**src/rtl/alu_bw_pkg.sv**
```systemverilog
package alu_bw_pkg;

    localparam int unsigned DATA_W = 16;

    localparam logic [4:0] OP_ADD   = 5'd0;
    localparam logic [4:0] OP_ADC   = 5'd1;
    localparam logic [4:0] OP_SUB   = 5'd2;
    localparam logic [4:0] OP_SBC   = 5'd3;
    localparam logic [4:0] OP_CMP   = 5'd4;
    localparam logic [4:0] OP_INC   = 5'd5;
    localparam logic [4:0] OP_DEC   = 5'd6;
    localparam logic [4:0] OP_KADD1 = 5'd7;
    localparam logic [4:0] OP_KADD2 = 5'd8;
    localparam logic [4:0] OP_KSUB1 = 5'd9;
    localparam logic [4:0] OP_KSUB2 = 5'd10;
    localparam logic [4:0] OP_NEG   = 5'd11;
    localparam logic [4:0] OP_NOT   = 5'd12;
    localparam logic [4:0] OP_AND   = 5'd13;
    localparam logic [4:0] OP_OR    = 5'd14;
    localparam logic [4:0] OP_XOR   = 5'd15;
    localparam logic [4:0] OP_DADD  = 5'd16;
    localparam logic [4:0] OP_DSUB  = 5'd17;

    typedef enum logic [1:0] {
        SRC_ARITH = 2'd0,
        SRC_LOGIC = 2'd1,
        SRC_DECA  = 2'd2,
        SRC_PASS  = 2'd3
    } res_src_e;

    typedef struct packed {
        logic h;
        logic n;
        logic z;
        logic v;
        logic c;
    } flags_t;

    localparam flags_t WE_ALL  = '{h: 1'b1, n: 1'b1, z: 1'b1, v: 1'b1, c: 1'b1};
    localparam flags_t WE_NZV  = '{h: 1'b0, n: 1'b1, z: 1'b1, v: 1'b1, c: 1'b0};
    localparam flags_t WE_NZC  = '{h: 1'b0, n: 1'b1, z: 1'b1, v: 1'b0, c: 1'b1};
    localparam flags_t WE_NONE = '0;

    typedef struct packed {
        res_src_e src;
        logic     sub;
        logic     use_cin;
        logic     force_word;
        logic     neg_a;
        logic [1:0] kval;
        logic     res_we;
        flags_t   we;
    } ctl_t;

    function automatic ctl_t decode_op(input logic [4:0] op, input logic c_in);
        ctl_t k;
        k = '{src: SRC_ARITH, sub: 1'b0, use_cin: 1'b0, force_word: 1'b0,
              neg_a: 1'b0, kval: 2'd0, res_we: 1'b1, we: WE_ALL};
        case (op)
            OP_ADD:   ;
            OP_ADC:   k.use_cin = c_in;
            OP_SUB:   k.sub = 1'b1;
            OP_SBC:   begin k.sub = 1'b1; k.use_cin = c_in; end
            OP_CMP:   begin k.sub = 1'b1; k.res_we = 1'b0; end
            OP_INC:   begin k.kval = 2'd1; k.we = WE_NZV; end
            OP_DEC:   begin k.kval = 2'd1; k.sub = 1'b1; k.we = WE_NZV; end
            OP_KADD1: begin k.kval = 2'd1; k.force_word = 1'b1; k.we = WE_NONE; end
            OP_KADD2: begin k.kval = 2'd2; k.force_word = 1'b1; k.we = WE_NONE; end
            OP_KSUB1: begin k.kval = 2'd1; k.sub = 1'b1; k.force_word = 1'b1; k.we = WE_NONE; end
            OP_KSUB2: begin k.kval = 2'd2; k.sub = 1'b1; k.force_word = 1'b1; k.we = WE_NONE; end
            OP_NEG:   begin k.sub = 1'b1; k.neg_a = 1'b1; end
            OP_NOT, OP_AND, OP_OR, OP_XOR: begin k.src = SRC_LOGIC; k.we = WE_NZV; end
            OP_DADD, OP_DSUB: begin k.src = SRC_DECA; k.we = WE_NZC; end
            default:  begin k.src = SRC_PASS; k.res_we = 1'b0; k.we = WE_NONE; end
        endcase
        return k;
    endfunction

endpackage

```
**src/rtl/alu_bw_addsub.sv**
```systemverilog
module alu_bw_addsub #(
    parameter int unsigned DW = 16
) (
    input  logic [DW-1:0] opa,
    input  logic [DW-1:0] opb,
    input  logic          sub,
    input  logic          cin,
    input  logic          word,
    output logic [DW-1:0] sum,
    output logic          hc,
    output logic          vc,
    output logic          cc
);
    localparam int unsigned BW = DW / 2;
    localparam int unsigned HW = DW - 4;
    localparam int unsigned NB = BW - 4;

    logic [DW-1:0] bx;
    logic          ci;
    logic [DW:0]   wsum;
    logic [BW:0]   bsum;
    logic [HW:0]   whalf;
    logic [NB:0]   bhalf;
    logic          carry, half, sa, sb, sr;

    always_comb begin
        bx    = sub ? ~opb : opb;
        ci    = sub ^ cin;
        wsum  = {1'b0, opa} + {1'b0, bx} + {{DW{1'b0}}, ci};
        bsum  = {1'b0, opa[BW-1:0]} + {1'b0, bx[BW-1:0]} + {{BW{1'b0}}, ci};
        whalf = {1'b0, opa[HW-1:0]} + {1'b0, bx[HW-1:0]} + {{HW{1'b0}}, ci};
        bhalf = {1'b0, opa[NB-1:0]} + {1'b0, bx[NB-1:0]} + {{NB{1'b0}}, ci};
        if (word) begin
            sum   = wsum[DW-1:0];
            carry = wsum[DW];
            half  = whalf[HW];
            sa    = opa[DW-1];
            sb    = bx[DW-1];
            sr    = wsum[DW-1];
        end else begin
            sum   = {opa[DW-1:BW], bsum[BW-1:0]};
            carry = bsum[BW];
            half  = bhalf[NB];
            sa    = opa[BW-1];
            sb    = bx[BW-1];
            sr    = bsum[BW-1];
        end
        cc = sub ? ~carry : carry;
        hc = sub ? ~half : half;
        vc = (sa == sb) && (sr != sa);
    end

    always_comb begin
        if (sub && word && !cin && (opa == opb)) begin
            p_self_sub_zero_r3: assert (sum == '0 && !cc && !vc)
                else $error("self subtraction not zero");
        end
    end

endmodule

```
**src/rtl/alu_bw_logic.sv**
```systemverilog
module alu_bw_logic #(
    parameter int unsigned DW = 16
) (
    input  logic [DW-1:0] opa,
    input  logic [DW-1:0] opb,
    input  logic [1:0]    fn,
    input  logic          word,
    output logic [DW-1:0] res
);
    localparam int unsigned BW = DW / 2;

    logic [DW-1:0] full;

    always_comb begin
        unique case (fn)
            2'd0: full = ~opa;
            2'd1: full = opa & opb;
            2'd2: full = opa | opb;
            default: full = opa ^ opb;
        endcase
    end

    generate
        if (DW > BW) begin : g_size
            assign res = word ? full : {opa[DW-1:BW], full[BW-1:0]};
        end
    endgenerate

endmodule

```
**src/rtl/alu_bw_decadj.sv**
```systemverilog
module alu_bw_decadj #(
    parameter int unsigned DW = 16
) (
    input  logic [DW-1:0] opa,
    input  logic          sub,
    input  logic          hin,
    input  logic          cin,
    output logic [DW-1:0] res,
    output logic          cout
);
    localparam int unsigned BW = DW / 2;

    logic [BW-1:0] lo_byte, corr, adj;
    logic          fix_lo, fix_hi;

    always_comb begin
        lo_byte = opa[BW-1:0];
        if (sub) begin
            fix_lo = hin;
            fix_hi = cin;
        end else begin
            fix_lo = hin || (lo_byte[3:0] > 4'd9);
            fix_hi = cin || (lo_byte > 8'h99);
        end
        corr = {(fix_hi ? 4'h6 : 4'h0), (fix_lo ? 4'h6 : 4'h0)};
        adj  = sub ? (lo_byte - corr) : (lo_byte + corr);
        res  = {opa[DW-1:BW], adj};
        cout = sub ? cin : fix_hi;
    end

    always_comb begin
        if (!sub && !hin && !cin && lo_byte[3:0] <= 4'd9 && lo_byte <= 8'h99) begin
            p_dadd_identity_r10: assert (adj == lo_byte && !cout)
                else $error("decimal adjust altered a valid byte");
        end
    end

endmodule

```
**src/rtl/alu_bw_core.sv**
```systemverilog
module alu_bw_core
    import alu_bw_pkg::*;
(
    input  logic [15:0] a_in,
    input  logic [15:0] b_in,
    input  logic [4:0]  op_sel,
    input  logic        word_sel,
    input  logic        c_in,
    input  logic        h_in,
    output logic [15:0] res_out,
    output logic        res_we,
    output logic [4:0]  flg_out,
    output logic [4:0]  flg_we
);
    localparam int unsigned DW = DATA_W;
    localparam int unsigned BW = DW / 2;

    ctl_t          ctl;
    logic [DW-1:0] as_a, as_b, as_sum, lg_res, dj_res;
    logic          as_word, as_h, as_v, as_c, dj_c;
    logic          nz_word;
    flags_t        nxt;

    always_comb begin
        ctl     = decode_op(op_sel, c_in);
        as_word = word_sel | ctl.force_word;
        if (ctl.neg_a) begin
            as_a = word_sel ? '0 : {a_in[DW-1:BW], {BW{1'b0}}};
            as_b = a_in;
        end else if (ctl.kval != 2'd0) begin
            as_a = a_in;
            as_b = {{(DW-2){1'b0}}, ctl.kval};
        end else begin
            as_a = a_in;
            as_b = b_in;
        end
    end

    alu_bw_addsub #(.DW(DW)) u_addsub (
        .opa(as_a), .opb(as_b), .sub(ctl.sub), .cin(ctl.use_cin), .word(as_word),
        .sum(as_sum), .hc(as_h), .vc(as_v), .cc(as_c)
    );

    alu_bw_logic #(.DW(DW)) u_logic (
        .opa(a_in), .opb(b_in), .fn(op_sel[1:0]), .word(word_sel), .res(lg_res)
    );

    alu_bw_decadj #(.DW(DW)) u_decadj (
        .opa(a_in), .sub(op_sel[0]), .hin(h_in), .cin(c_in), .res(dj_res), .cout(dj_c)
    );

    always_comb begin
        unique case (ctl.src)
            SRC_ARITH: res_out = as_sum;
            SRC_LOGIC: res_out = lg_res;
            SRC_DECA:  res_out = dj_res;
            default:   res_out = a_in;
        endcase
        nz_word = as_word && (ctl.src != SRC_DECA);
        nxt.h = as_h;
        nxt.n = nz_word ? res_out[DW-1] : res_out[BW-1];
        nxt.z = nz_word ? (res_out == '0) : (res_out[BW-1:0] == '0);
        nxt.v = (ctl.src == SRC_LOGIC) ? 1'b0 : as_v;
        nxt.c = (ctl.src == SRC_DECA) ? dj_c : as_c;
        flg_out = nxt;
        flg_we  = ctl.we;
        res_we  = ctl.res_we;
    end

    always_comb begin
        if (op_sel >= OP_KADD1 && op_sel <= OP_KSUB2) begin
            p_const_no_flags_r7: assert (flg_we == 5'b0 && res_we)
                else $error("constant step touched flags");
        end
        if (op_sel == OP_CMP) begin
            p_cmp_no_write_r4: assert (!res_we && flg_we == 5'b11111)
                else $error("compare wrote result");
        end
        if (op_sel >= OP_NOT && op_sel <= OP_XOR) begin
            p_logic_v_clear_r8: assert (!flg_out[1] && flg_we[1] && !flg_we[4] && !flg_we[0])
                else $error("logic op flag handling");
        end
        if (!word_sel && res_we && !(op_sel >= OP_KADD1 && op_sel <= OP_KSUB2)) begin
            p_byte_upper_keep_r9: assert (res_out[DW-1:BW] == a_in[DW-1:BW])
                else $error("byte op changed upper byte");
        end
        if (op_sel > OP_DSUB) begin
            p_unused_code_idle_r12: assert (!res_we && flg_we == 5'b0)
                else $error("reserved code wrote state");
        end
    end

endmodule

```
**config.mk**
```make
export PLATFORM = sky130hd
export DESIGN_NAME = alu_bw_core
export DESIGN_NICKNAME = d
export VERILOG_FILES = /design/src/rtl/alu_bw_pkg.sv /design/src/rtl/alu_bw_addsub.sv /design/src/rtl/alu_bw_logic.sv /design/src/rtl/alu_bw_decadj.sv /design/src/rtl/alu_bw_core.sv
export SDC_FILE = /design/constraint.sdc
export NUM_CORES = 1
export LEC_CHECK = 0
export CORE_UTILIZATION = 50
export DETAILED_ROUTE_END_ITERATION = 7
export GPL_TIMING_DRIVEN = 0
export MAX_ROUTING_LAYER = met4
export PLACE_DENSITY = 0.81
export SLEW_MARGIN = 25
export SYNTH_ARGS = -nofsm -noshare
export SYNTH_HDL_FRONTEND = slang
export SYNTH_SLANG_ARGS = --single-unit
```
**constraint.sdc**
```tcl
create_clock -name vclk -period 6
set_input_delay 0.6 -clock vclk [all_inputs]
set_output_delay 0.6 -clock vclk [all_outputs]
set_load 0.05 [all_outputs]
```
---- Word level (Yosys, flattened, before mapping) ----
Cells that the tools add are included.
operators by class
  add/sub/neg operators ................... 10
  $lt $le $gt $ge ......................... 2
  equality and inequality tests ........... 24
  mux-type cells .......................... 34
  bitwise gates (word level) .............. 9
  reduce and logical (&&, ||, !) cells .... 21
operators with widths
  kind                                                 number
  2-to-1 mux 16 bit                                    7
  one-hot mux 16 bit (3 select lines)                  2
  equality test 5 x 4 -> 1 bit, second input constant  8
  NOT 16 bit                                           2
  equality test 5 x 3 -> 1 bit, second input constant  4
  2-to-1 mux 1 bit                                     19
  adder 16 x 16 -> 17 bit                              1
  adder 17 x 1 -> 17 bit                               1
  OR reduction 17 bit                                  1
  AND 16 bit                                           1
  logical NOT 16 bit                                   1
  OR 16 bit                                            1
  bitwise XOR 16 bit                                   1
  one-hot mux 5 bit (3 select lines)                   1
  adder 12 x 12 -> 13 bit                              1
  adder 13 x 1 -> 13 bit                               1
  OR reduction 12 bit                                  1
  OR reduction 4 bit                                   3
  OR reduction 6 bit                                   2
  equality test 5 x 2 -> 1 bit, second input constant  2
  equality test 5 bit, second input constant           2
  adder 8 x 8 -> 9 bit                                 1
  adder 9 x 1 -> 9 bit                                 1
  adder 8 bit                                          1
  other kinds (26)                                     35
storage, ports and cells
  register bits after elaboration ......... 0
  bits of input ports ..................... 40
  output and inout bits ................... 27
  word-level logic and storage cells ...... 100

---- Logic depth before layout (Yosys ltp) ----
  depth in word-level cells ............... 14
  depth in mapped cells ................... 19
  mapped depth without buffers ............ 15

---- Hierarchy ----
A second synthesis with hierarchy kept.
unflattened totals
  cells, all modules ...................... 541
  area total of the unflattened synthesis .. 3804.9 um^2
by module, submodules not included
  module         instances  cells an instance  area each (um^2)  sequential area each (um^2)
  alu_bw_core    1          192                1158.6            0.0
  alu_bw_addsub  1          148                1147.4            0.0
  alu_bw_logic   1          138                1051.0            0.0
  alu_bw_decadj  1          63                 447.9             0.0

---- Worst setup path after synthesis ----
OpenSTA, ideal clock, no wires.
  path type ............................... input port to output port
  start point ............................. in op_sel[1]
  end point ............................... out flg_out[2]
  data arrival time ....................... 6510 ps
  required time ........................... 5400 ps
  slack ................................... -1110 ps
  stages on the path ...................... 19
  buffers on the path ..................... 5
  cells stage by stage .................... buf_2 > buf_1 > clkbuf_1 > a21oi_1 > o22ai_1 > nand2_1 > buf_1 > buf_2 > xor2_1 > fa_1 > fa_1 > a21o_1 > a221o_1 > a211oi_1 > xor2_1 > o211ai_1 > or4_1 > or4_1 > o21ai_1
on the way
  longest elaborated chain between the ends .. 14
  elaborated cells on any way between the ends .. 59
  those cells by class .................... 4 x add/sub; 22 x eq/ne; 15 x mux; 3 x bitwise; 15 x reduce/logical
RTL lines
  what                                                                          line                 RTL
  start: declaration                                                            alu_bw_core.sv:6     input logic [4:0] op_sel,
  equality test 5 x 4 -> 1 bit or equality test 5 x 3 -> 1 bit (tied branches)  alu_bw_pkg.sv:59     case (op)
  OR reduction 4 bit (no line) or OR reduction 2 bit (tied branches)            n/a
  one-hot mux 2 bit (2 select lines)                                            alu_bw_pkg.sv:59
  nonzero test 2 bit                                                            alu_bw_core.sv:30    end else if (ctl.kval != 2'd0) begin
  2-to-1 mux 16 bit                                                             alu_bw_core.sv:30
  2-to-1 mux 16 bit                                                             alu_bw_core.sv:27    if (ctl.neg_a) begin
  NOT 16 bit                                                                    alu_bw_addsub.sv:27  bx = sub ? ~opb : opb;
  2-to-1 mux 16 bit                                                             alu_bw_addsub.sv:27
  adder 16 x 16 -> 17 bit                                                       alu_bw_addsub.sv:29  wsum = {1'b0, opa} + {1'b0, bx} + {{DW{1'b0}}, ci};
  adder 17 x 1 -> 17 bit                                                        alu_bw_addsub.sv:29
  2-to-1 mux 16 bit                                                             alu_bw_addsub.sv:33  if (word) begin
  one-hot mux 16 bit (3 select lines) (*)                                       alu_bw_core.sv:53    unique case (ctl.src)
  net res_out[10]                                                               alu_bw_core.sv:10    output logic [15:0] res_out,
  logical NOT 16 bit (*)                                                        alu_bw_core.sv:62    nxt.z = nz_word ? (res_out == '0) : (res_out[BW-1:0] == '0);
  2-to-1 mux 1 bit (*)                                                          alu_bw_core.sv:62
  end: declaration                                                              alu_bw_core.sv:12    output logic [4:0] flg_out,
Mark *: on every way through the listed nets, which the timed path passes. The rest lies on a longest branch.

---- Final worst setup path ----
  start point ............................. in op_sel[1]
  end point ............................... out flg_out[2]
on the way
  longest elaborated chain between the ends .. 14
  elaborated cells on any way between the ends .. 59
  those cells by class .................... 4 x add/sub; 22 x eq/ne; 15 x mux; 3 x bitwise; 15 x reduce/logical
RTL lines
  what                                                                          line
  equality test 5 x 4 -> 1 bit or equality test 5 x 3 -> 1 bit (tied branches)  alu_bw_pkg.sv:59
  OR reduction 4 bit (no line) or OR reduction 2 bit (tied branches)            n/a
  one-hot mux 2 bit (2 select lines)                                            alu_bw_pkg.sv:59
  nonzero test 2 bit                                                            alu_bw_core.sv:30
  2-to-1 mux 16 bit                                                             alu_bw_core.sv:30
  2-to-1 mux 16 bit                                                             alu_bw_core.sv:27
  NOT 16 bit                                                                    alu_bw_addsub.sv:27
  2-to-1 mux 16 bit                                                             alu_bw_addsub.sv:27
  adder 16 x 16 -> 17 bit or adder 8 x 8 -> 9 bit (tied branches)               alu_bw_addsub.sv:29, alu_bw_addsub.sv:30
  adder 17 x 1 -> 17 bit or adder 9 x 1 -> 9 bit (tied branches)                alu_bw_addsub.sv:29, alu_bw_addsub.sv:30
  2-to-1 mux 16 bit                                                             alu_bw_addsub.sv:33
  one-hot mux 16 bit (3 select lines)                                           alu_bw_core.sv:53
  logical NOT 16 bit or logical NOT 8 bit (tied branches)                       alu_bw_core.sv:62
  2-to-1 mux 1 bit (*)                                                          alu_bw_core.sv:62
Mark *: on every way between the ends. The rest lies on a longest branch, timed or not.

==> impl_metrics.ini <==
[run_status]
status = finished with violations
violations = DRC

[worst_setup_path]
critPathArrivalTime_ns = 5.26
critPathTopFamily = compound AO/OA/AOI/OAI gates
slowest_stage = or4_4
path_cells = clkbuf_4 -> buf_12 -> clkbuf_8 -> a21oi_1 -> o22ai_2 -> nand2_2 -> buf_6 -> buf_8 -> xor2_1 -> fa_2 -> fa_2 -> a21o_1 -> a221o_1 -> a211oi_2 -> xor2_1 -> o211ai_1 -> or4_4 -> or4_4 -> o21ai_4 -> buf_6
path_buf_inv = 6
end_kind = output port
startpoint_type = primary input
slowest_delay_ns = 0.58
critPathKind = primary input to output port
critPathRequiredTime_ns = 5.40
crit_fanout = 10

[route]
routed_via_density = 6.57
first_pass_iters = 8
final_antenna_net_count = 0
drt_iter0_markers = 490
post_drt_wl_per_cell_um = 19.1
drcViolationCount = 2
routed_wl_mm = 11.7
vias = 4039

[die]
num_rows = 29
die_w_um = 84.1
die_area_um2 = 7070
initial_core_util = 0.524
die_h_um = 84.1
core_um2 = 6420
io_pins = 67

[timing]
tightest_slew_ns = 1.02
slew_violations = 0
holdWs_ns = 1.99
hold_violations = 0
finalCritPeriodShare = 0.977
fmax_ghz = 0.171
max_slew_margin = 0.315
setup_slack_ns = 0.141
finalSetupViolCount = 0
fin_crit_ns = 5.86
tns_ns = 0

[grt]
grt_pass1_wl_mm = 19.1
grt_max_degree = 20
grt_pass1_vias = 3832
grt_usage = 0.343
grt_remaining_overflow = 0
antenna_found_initial = 0

[place]
placed_cells = 609
gp_congestion = 0.986
port-buffer-count = 66
pre_cts_ws_ns = -1.48
place_area_um2 = 4200
dpl.hpwl_mm = 9.18

[finish]
antenna_cells = 0
nets = 638
clockBufferCount = 0
fin_util = 0.677
stdcell_count = 615
syn2layout_area_growth_pct = 29.2
seq_cells = 0
fin_area_um2 = 4350
drive_gt1_frac = 0.132
seq_area_um2 = 0

[yosys]
syn_area_um2 = 3370
ys_seq_area_frac = 0
syn-num-nets = 564
synth_cells = 466
avgSynthCellArea_um2 = 7.23
yosys_warnings = 0
synth_cell_type_count = 61

[min_path]
hold_start = op_sel[4]
hold_path_end = flg_out[2]
holdPathStages = 6
hold_path_class = primary input to output port

[pwr]
power_density_nw_per_um2 = 141
power_uw = 612
vdd_drop_max_uv = 102
p_leak_nw = 2.00

[flow_run]
cap_viol_max_count = 0

[clock_tree]
hold_buffers = 0
area by class of cell:
cell class                 count  area, um2
buffer                        23        206
multi-input combinational    383       3110
tap                           77       96.3
fill                         569       2070
timing repair buffer          75        722
inverter                      57        214
where the power goes:
| part | switching [mW] | internal (mW) | total (mW) |
|---|---|---|---|
| clock | 0 | 0 | 0 |
| sequential | 0 | 0 | 0 |
| combinational | 0.365 | 0.247 | 0.612 |
| total | 0.365 | 0.247 | 0.612 |
worst max-delay path by stage:
stage              start          to  slack [ns]  depth (start not counted)
2_1_floorplan  op_sel[1]  flg_out[2]       -0.09                         19
3_3_place_gp   op_sel[1]  flg_out[2]       -1.42                         21
3_5_place_dp   op_sel[1]  flg_out[2]       -1.48                         21
4_1_cts        op_sel[1]  flg_out[2]        0.06                         20
5_1_grt        op_sel[2]  flg_out[2]       -0.05                         18
6_report       op_sel[1]  flg_out[2]        0.14                         20
synthesized netlist by cell type (all sizes together) (2+ instances only):
cell type	instances	area share
a22oi	14	0.031
o2111ai	3	0.0078
and3	4	0.0074
mux2i	14	0.042
nor3	7	0.010
mux2	4	0.013
buf	8	0.012
mux4	13	0.087
o21a	4	0.0089
fa	2	0.012
ha	56	0.21
and2	3	0.0056
a221oi	2	0.0052
a31oi	7	0.013
xor2	19	0.049
xnor2	8	0.021
nand2	31	0.035
a221o	2	0.0059
or3	7	0.013
a21o	8	0.018
nor4	4	0.0074
o221ai	3	0.0078
o22ai	6	0.011
a211oi	5	0.011
or2	6	0.011
nand3	11	0.016
or4	4	0.0089
a2111oi	2	0.011
inv	57	0.064
clkbuf	18	0.020
o21ai	28	0.042
a32o	3	0.0089
nand2b	8	0.015
o211ai	7	0.016
a21oi	35	0.052
nor2	30	0.033
nor2b	3	0.0056
a211o	2	0.0052
layer usage:
metal  GRT usage  vias up  part of all wire
met4      0.0690        0             0.019
met1       0.476     1930              0.43
met3     0.00791       28             0.074
met2       0.559      222              0.47
li1            -     1859                 -
met5           -        -                 0
layout by cell type (no fill, tap or decap), drive strengths merged, types with 11 or more instances in the layout:
cell / instances
nor2: 30
nand2: 31
clkbuf: 20
xor2: 19
buf: 16
a21oi: 35
o21ai: 28
mux2i: 14
a22oi: 14
nand3: 11
clkdlybuf4s50: 58
ha: 56
inv: 57
mux4: 13
kinds of logic (layout without fill, tap and decap cells):
logic type / Yosys count / after routing / share of synthesized area
and+or+nand+nor: 123 / 123 / 0.182
AOI/OAI and AO/OA: 144 / 144 / 0.290
buffers and inverters: 83 / 155 / 0.0959
adders and majority gates: 58 / 58 / 0.220
muxes: 31 / 31 / 0.142
xor gates and xnor gates: 27 / 27 / 0.0702
timing repair:
action / 4_1_cts / 5_1_grt
setup buffers: 5 / 4
resized for setup: 41 / 17
setup endpoints to repair: 15 / 7
pin swaps: 2 / 9
(Power assumes the default switching activity.)
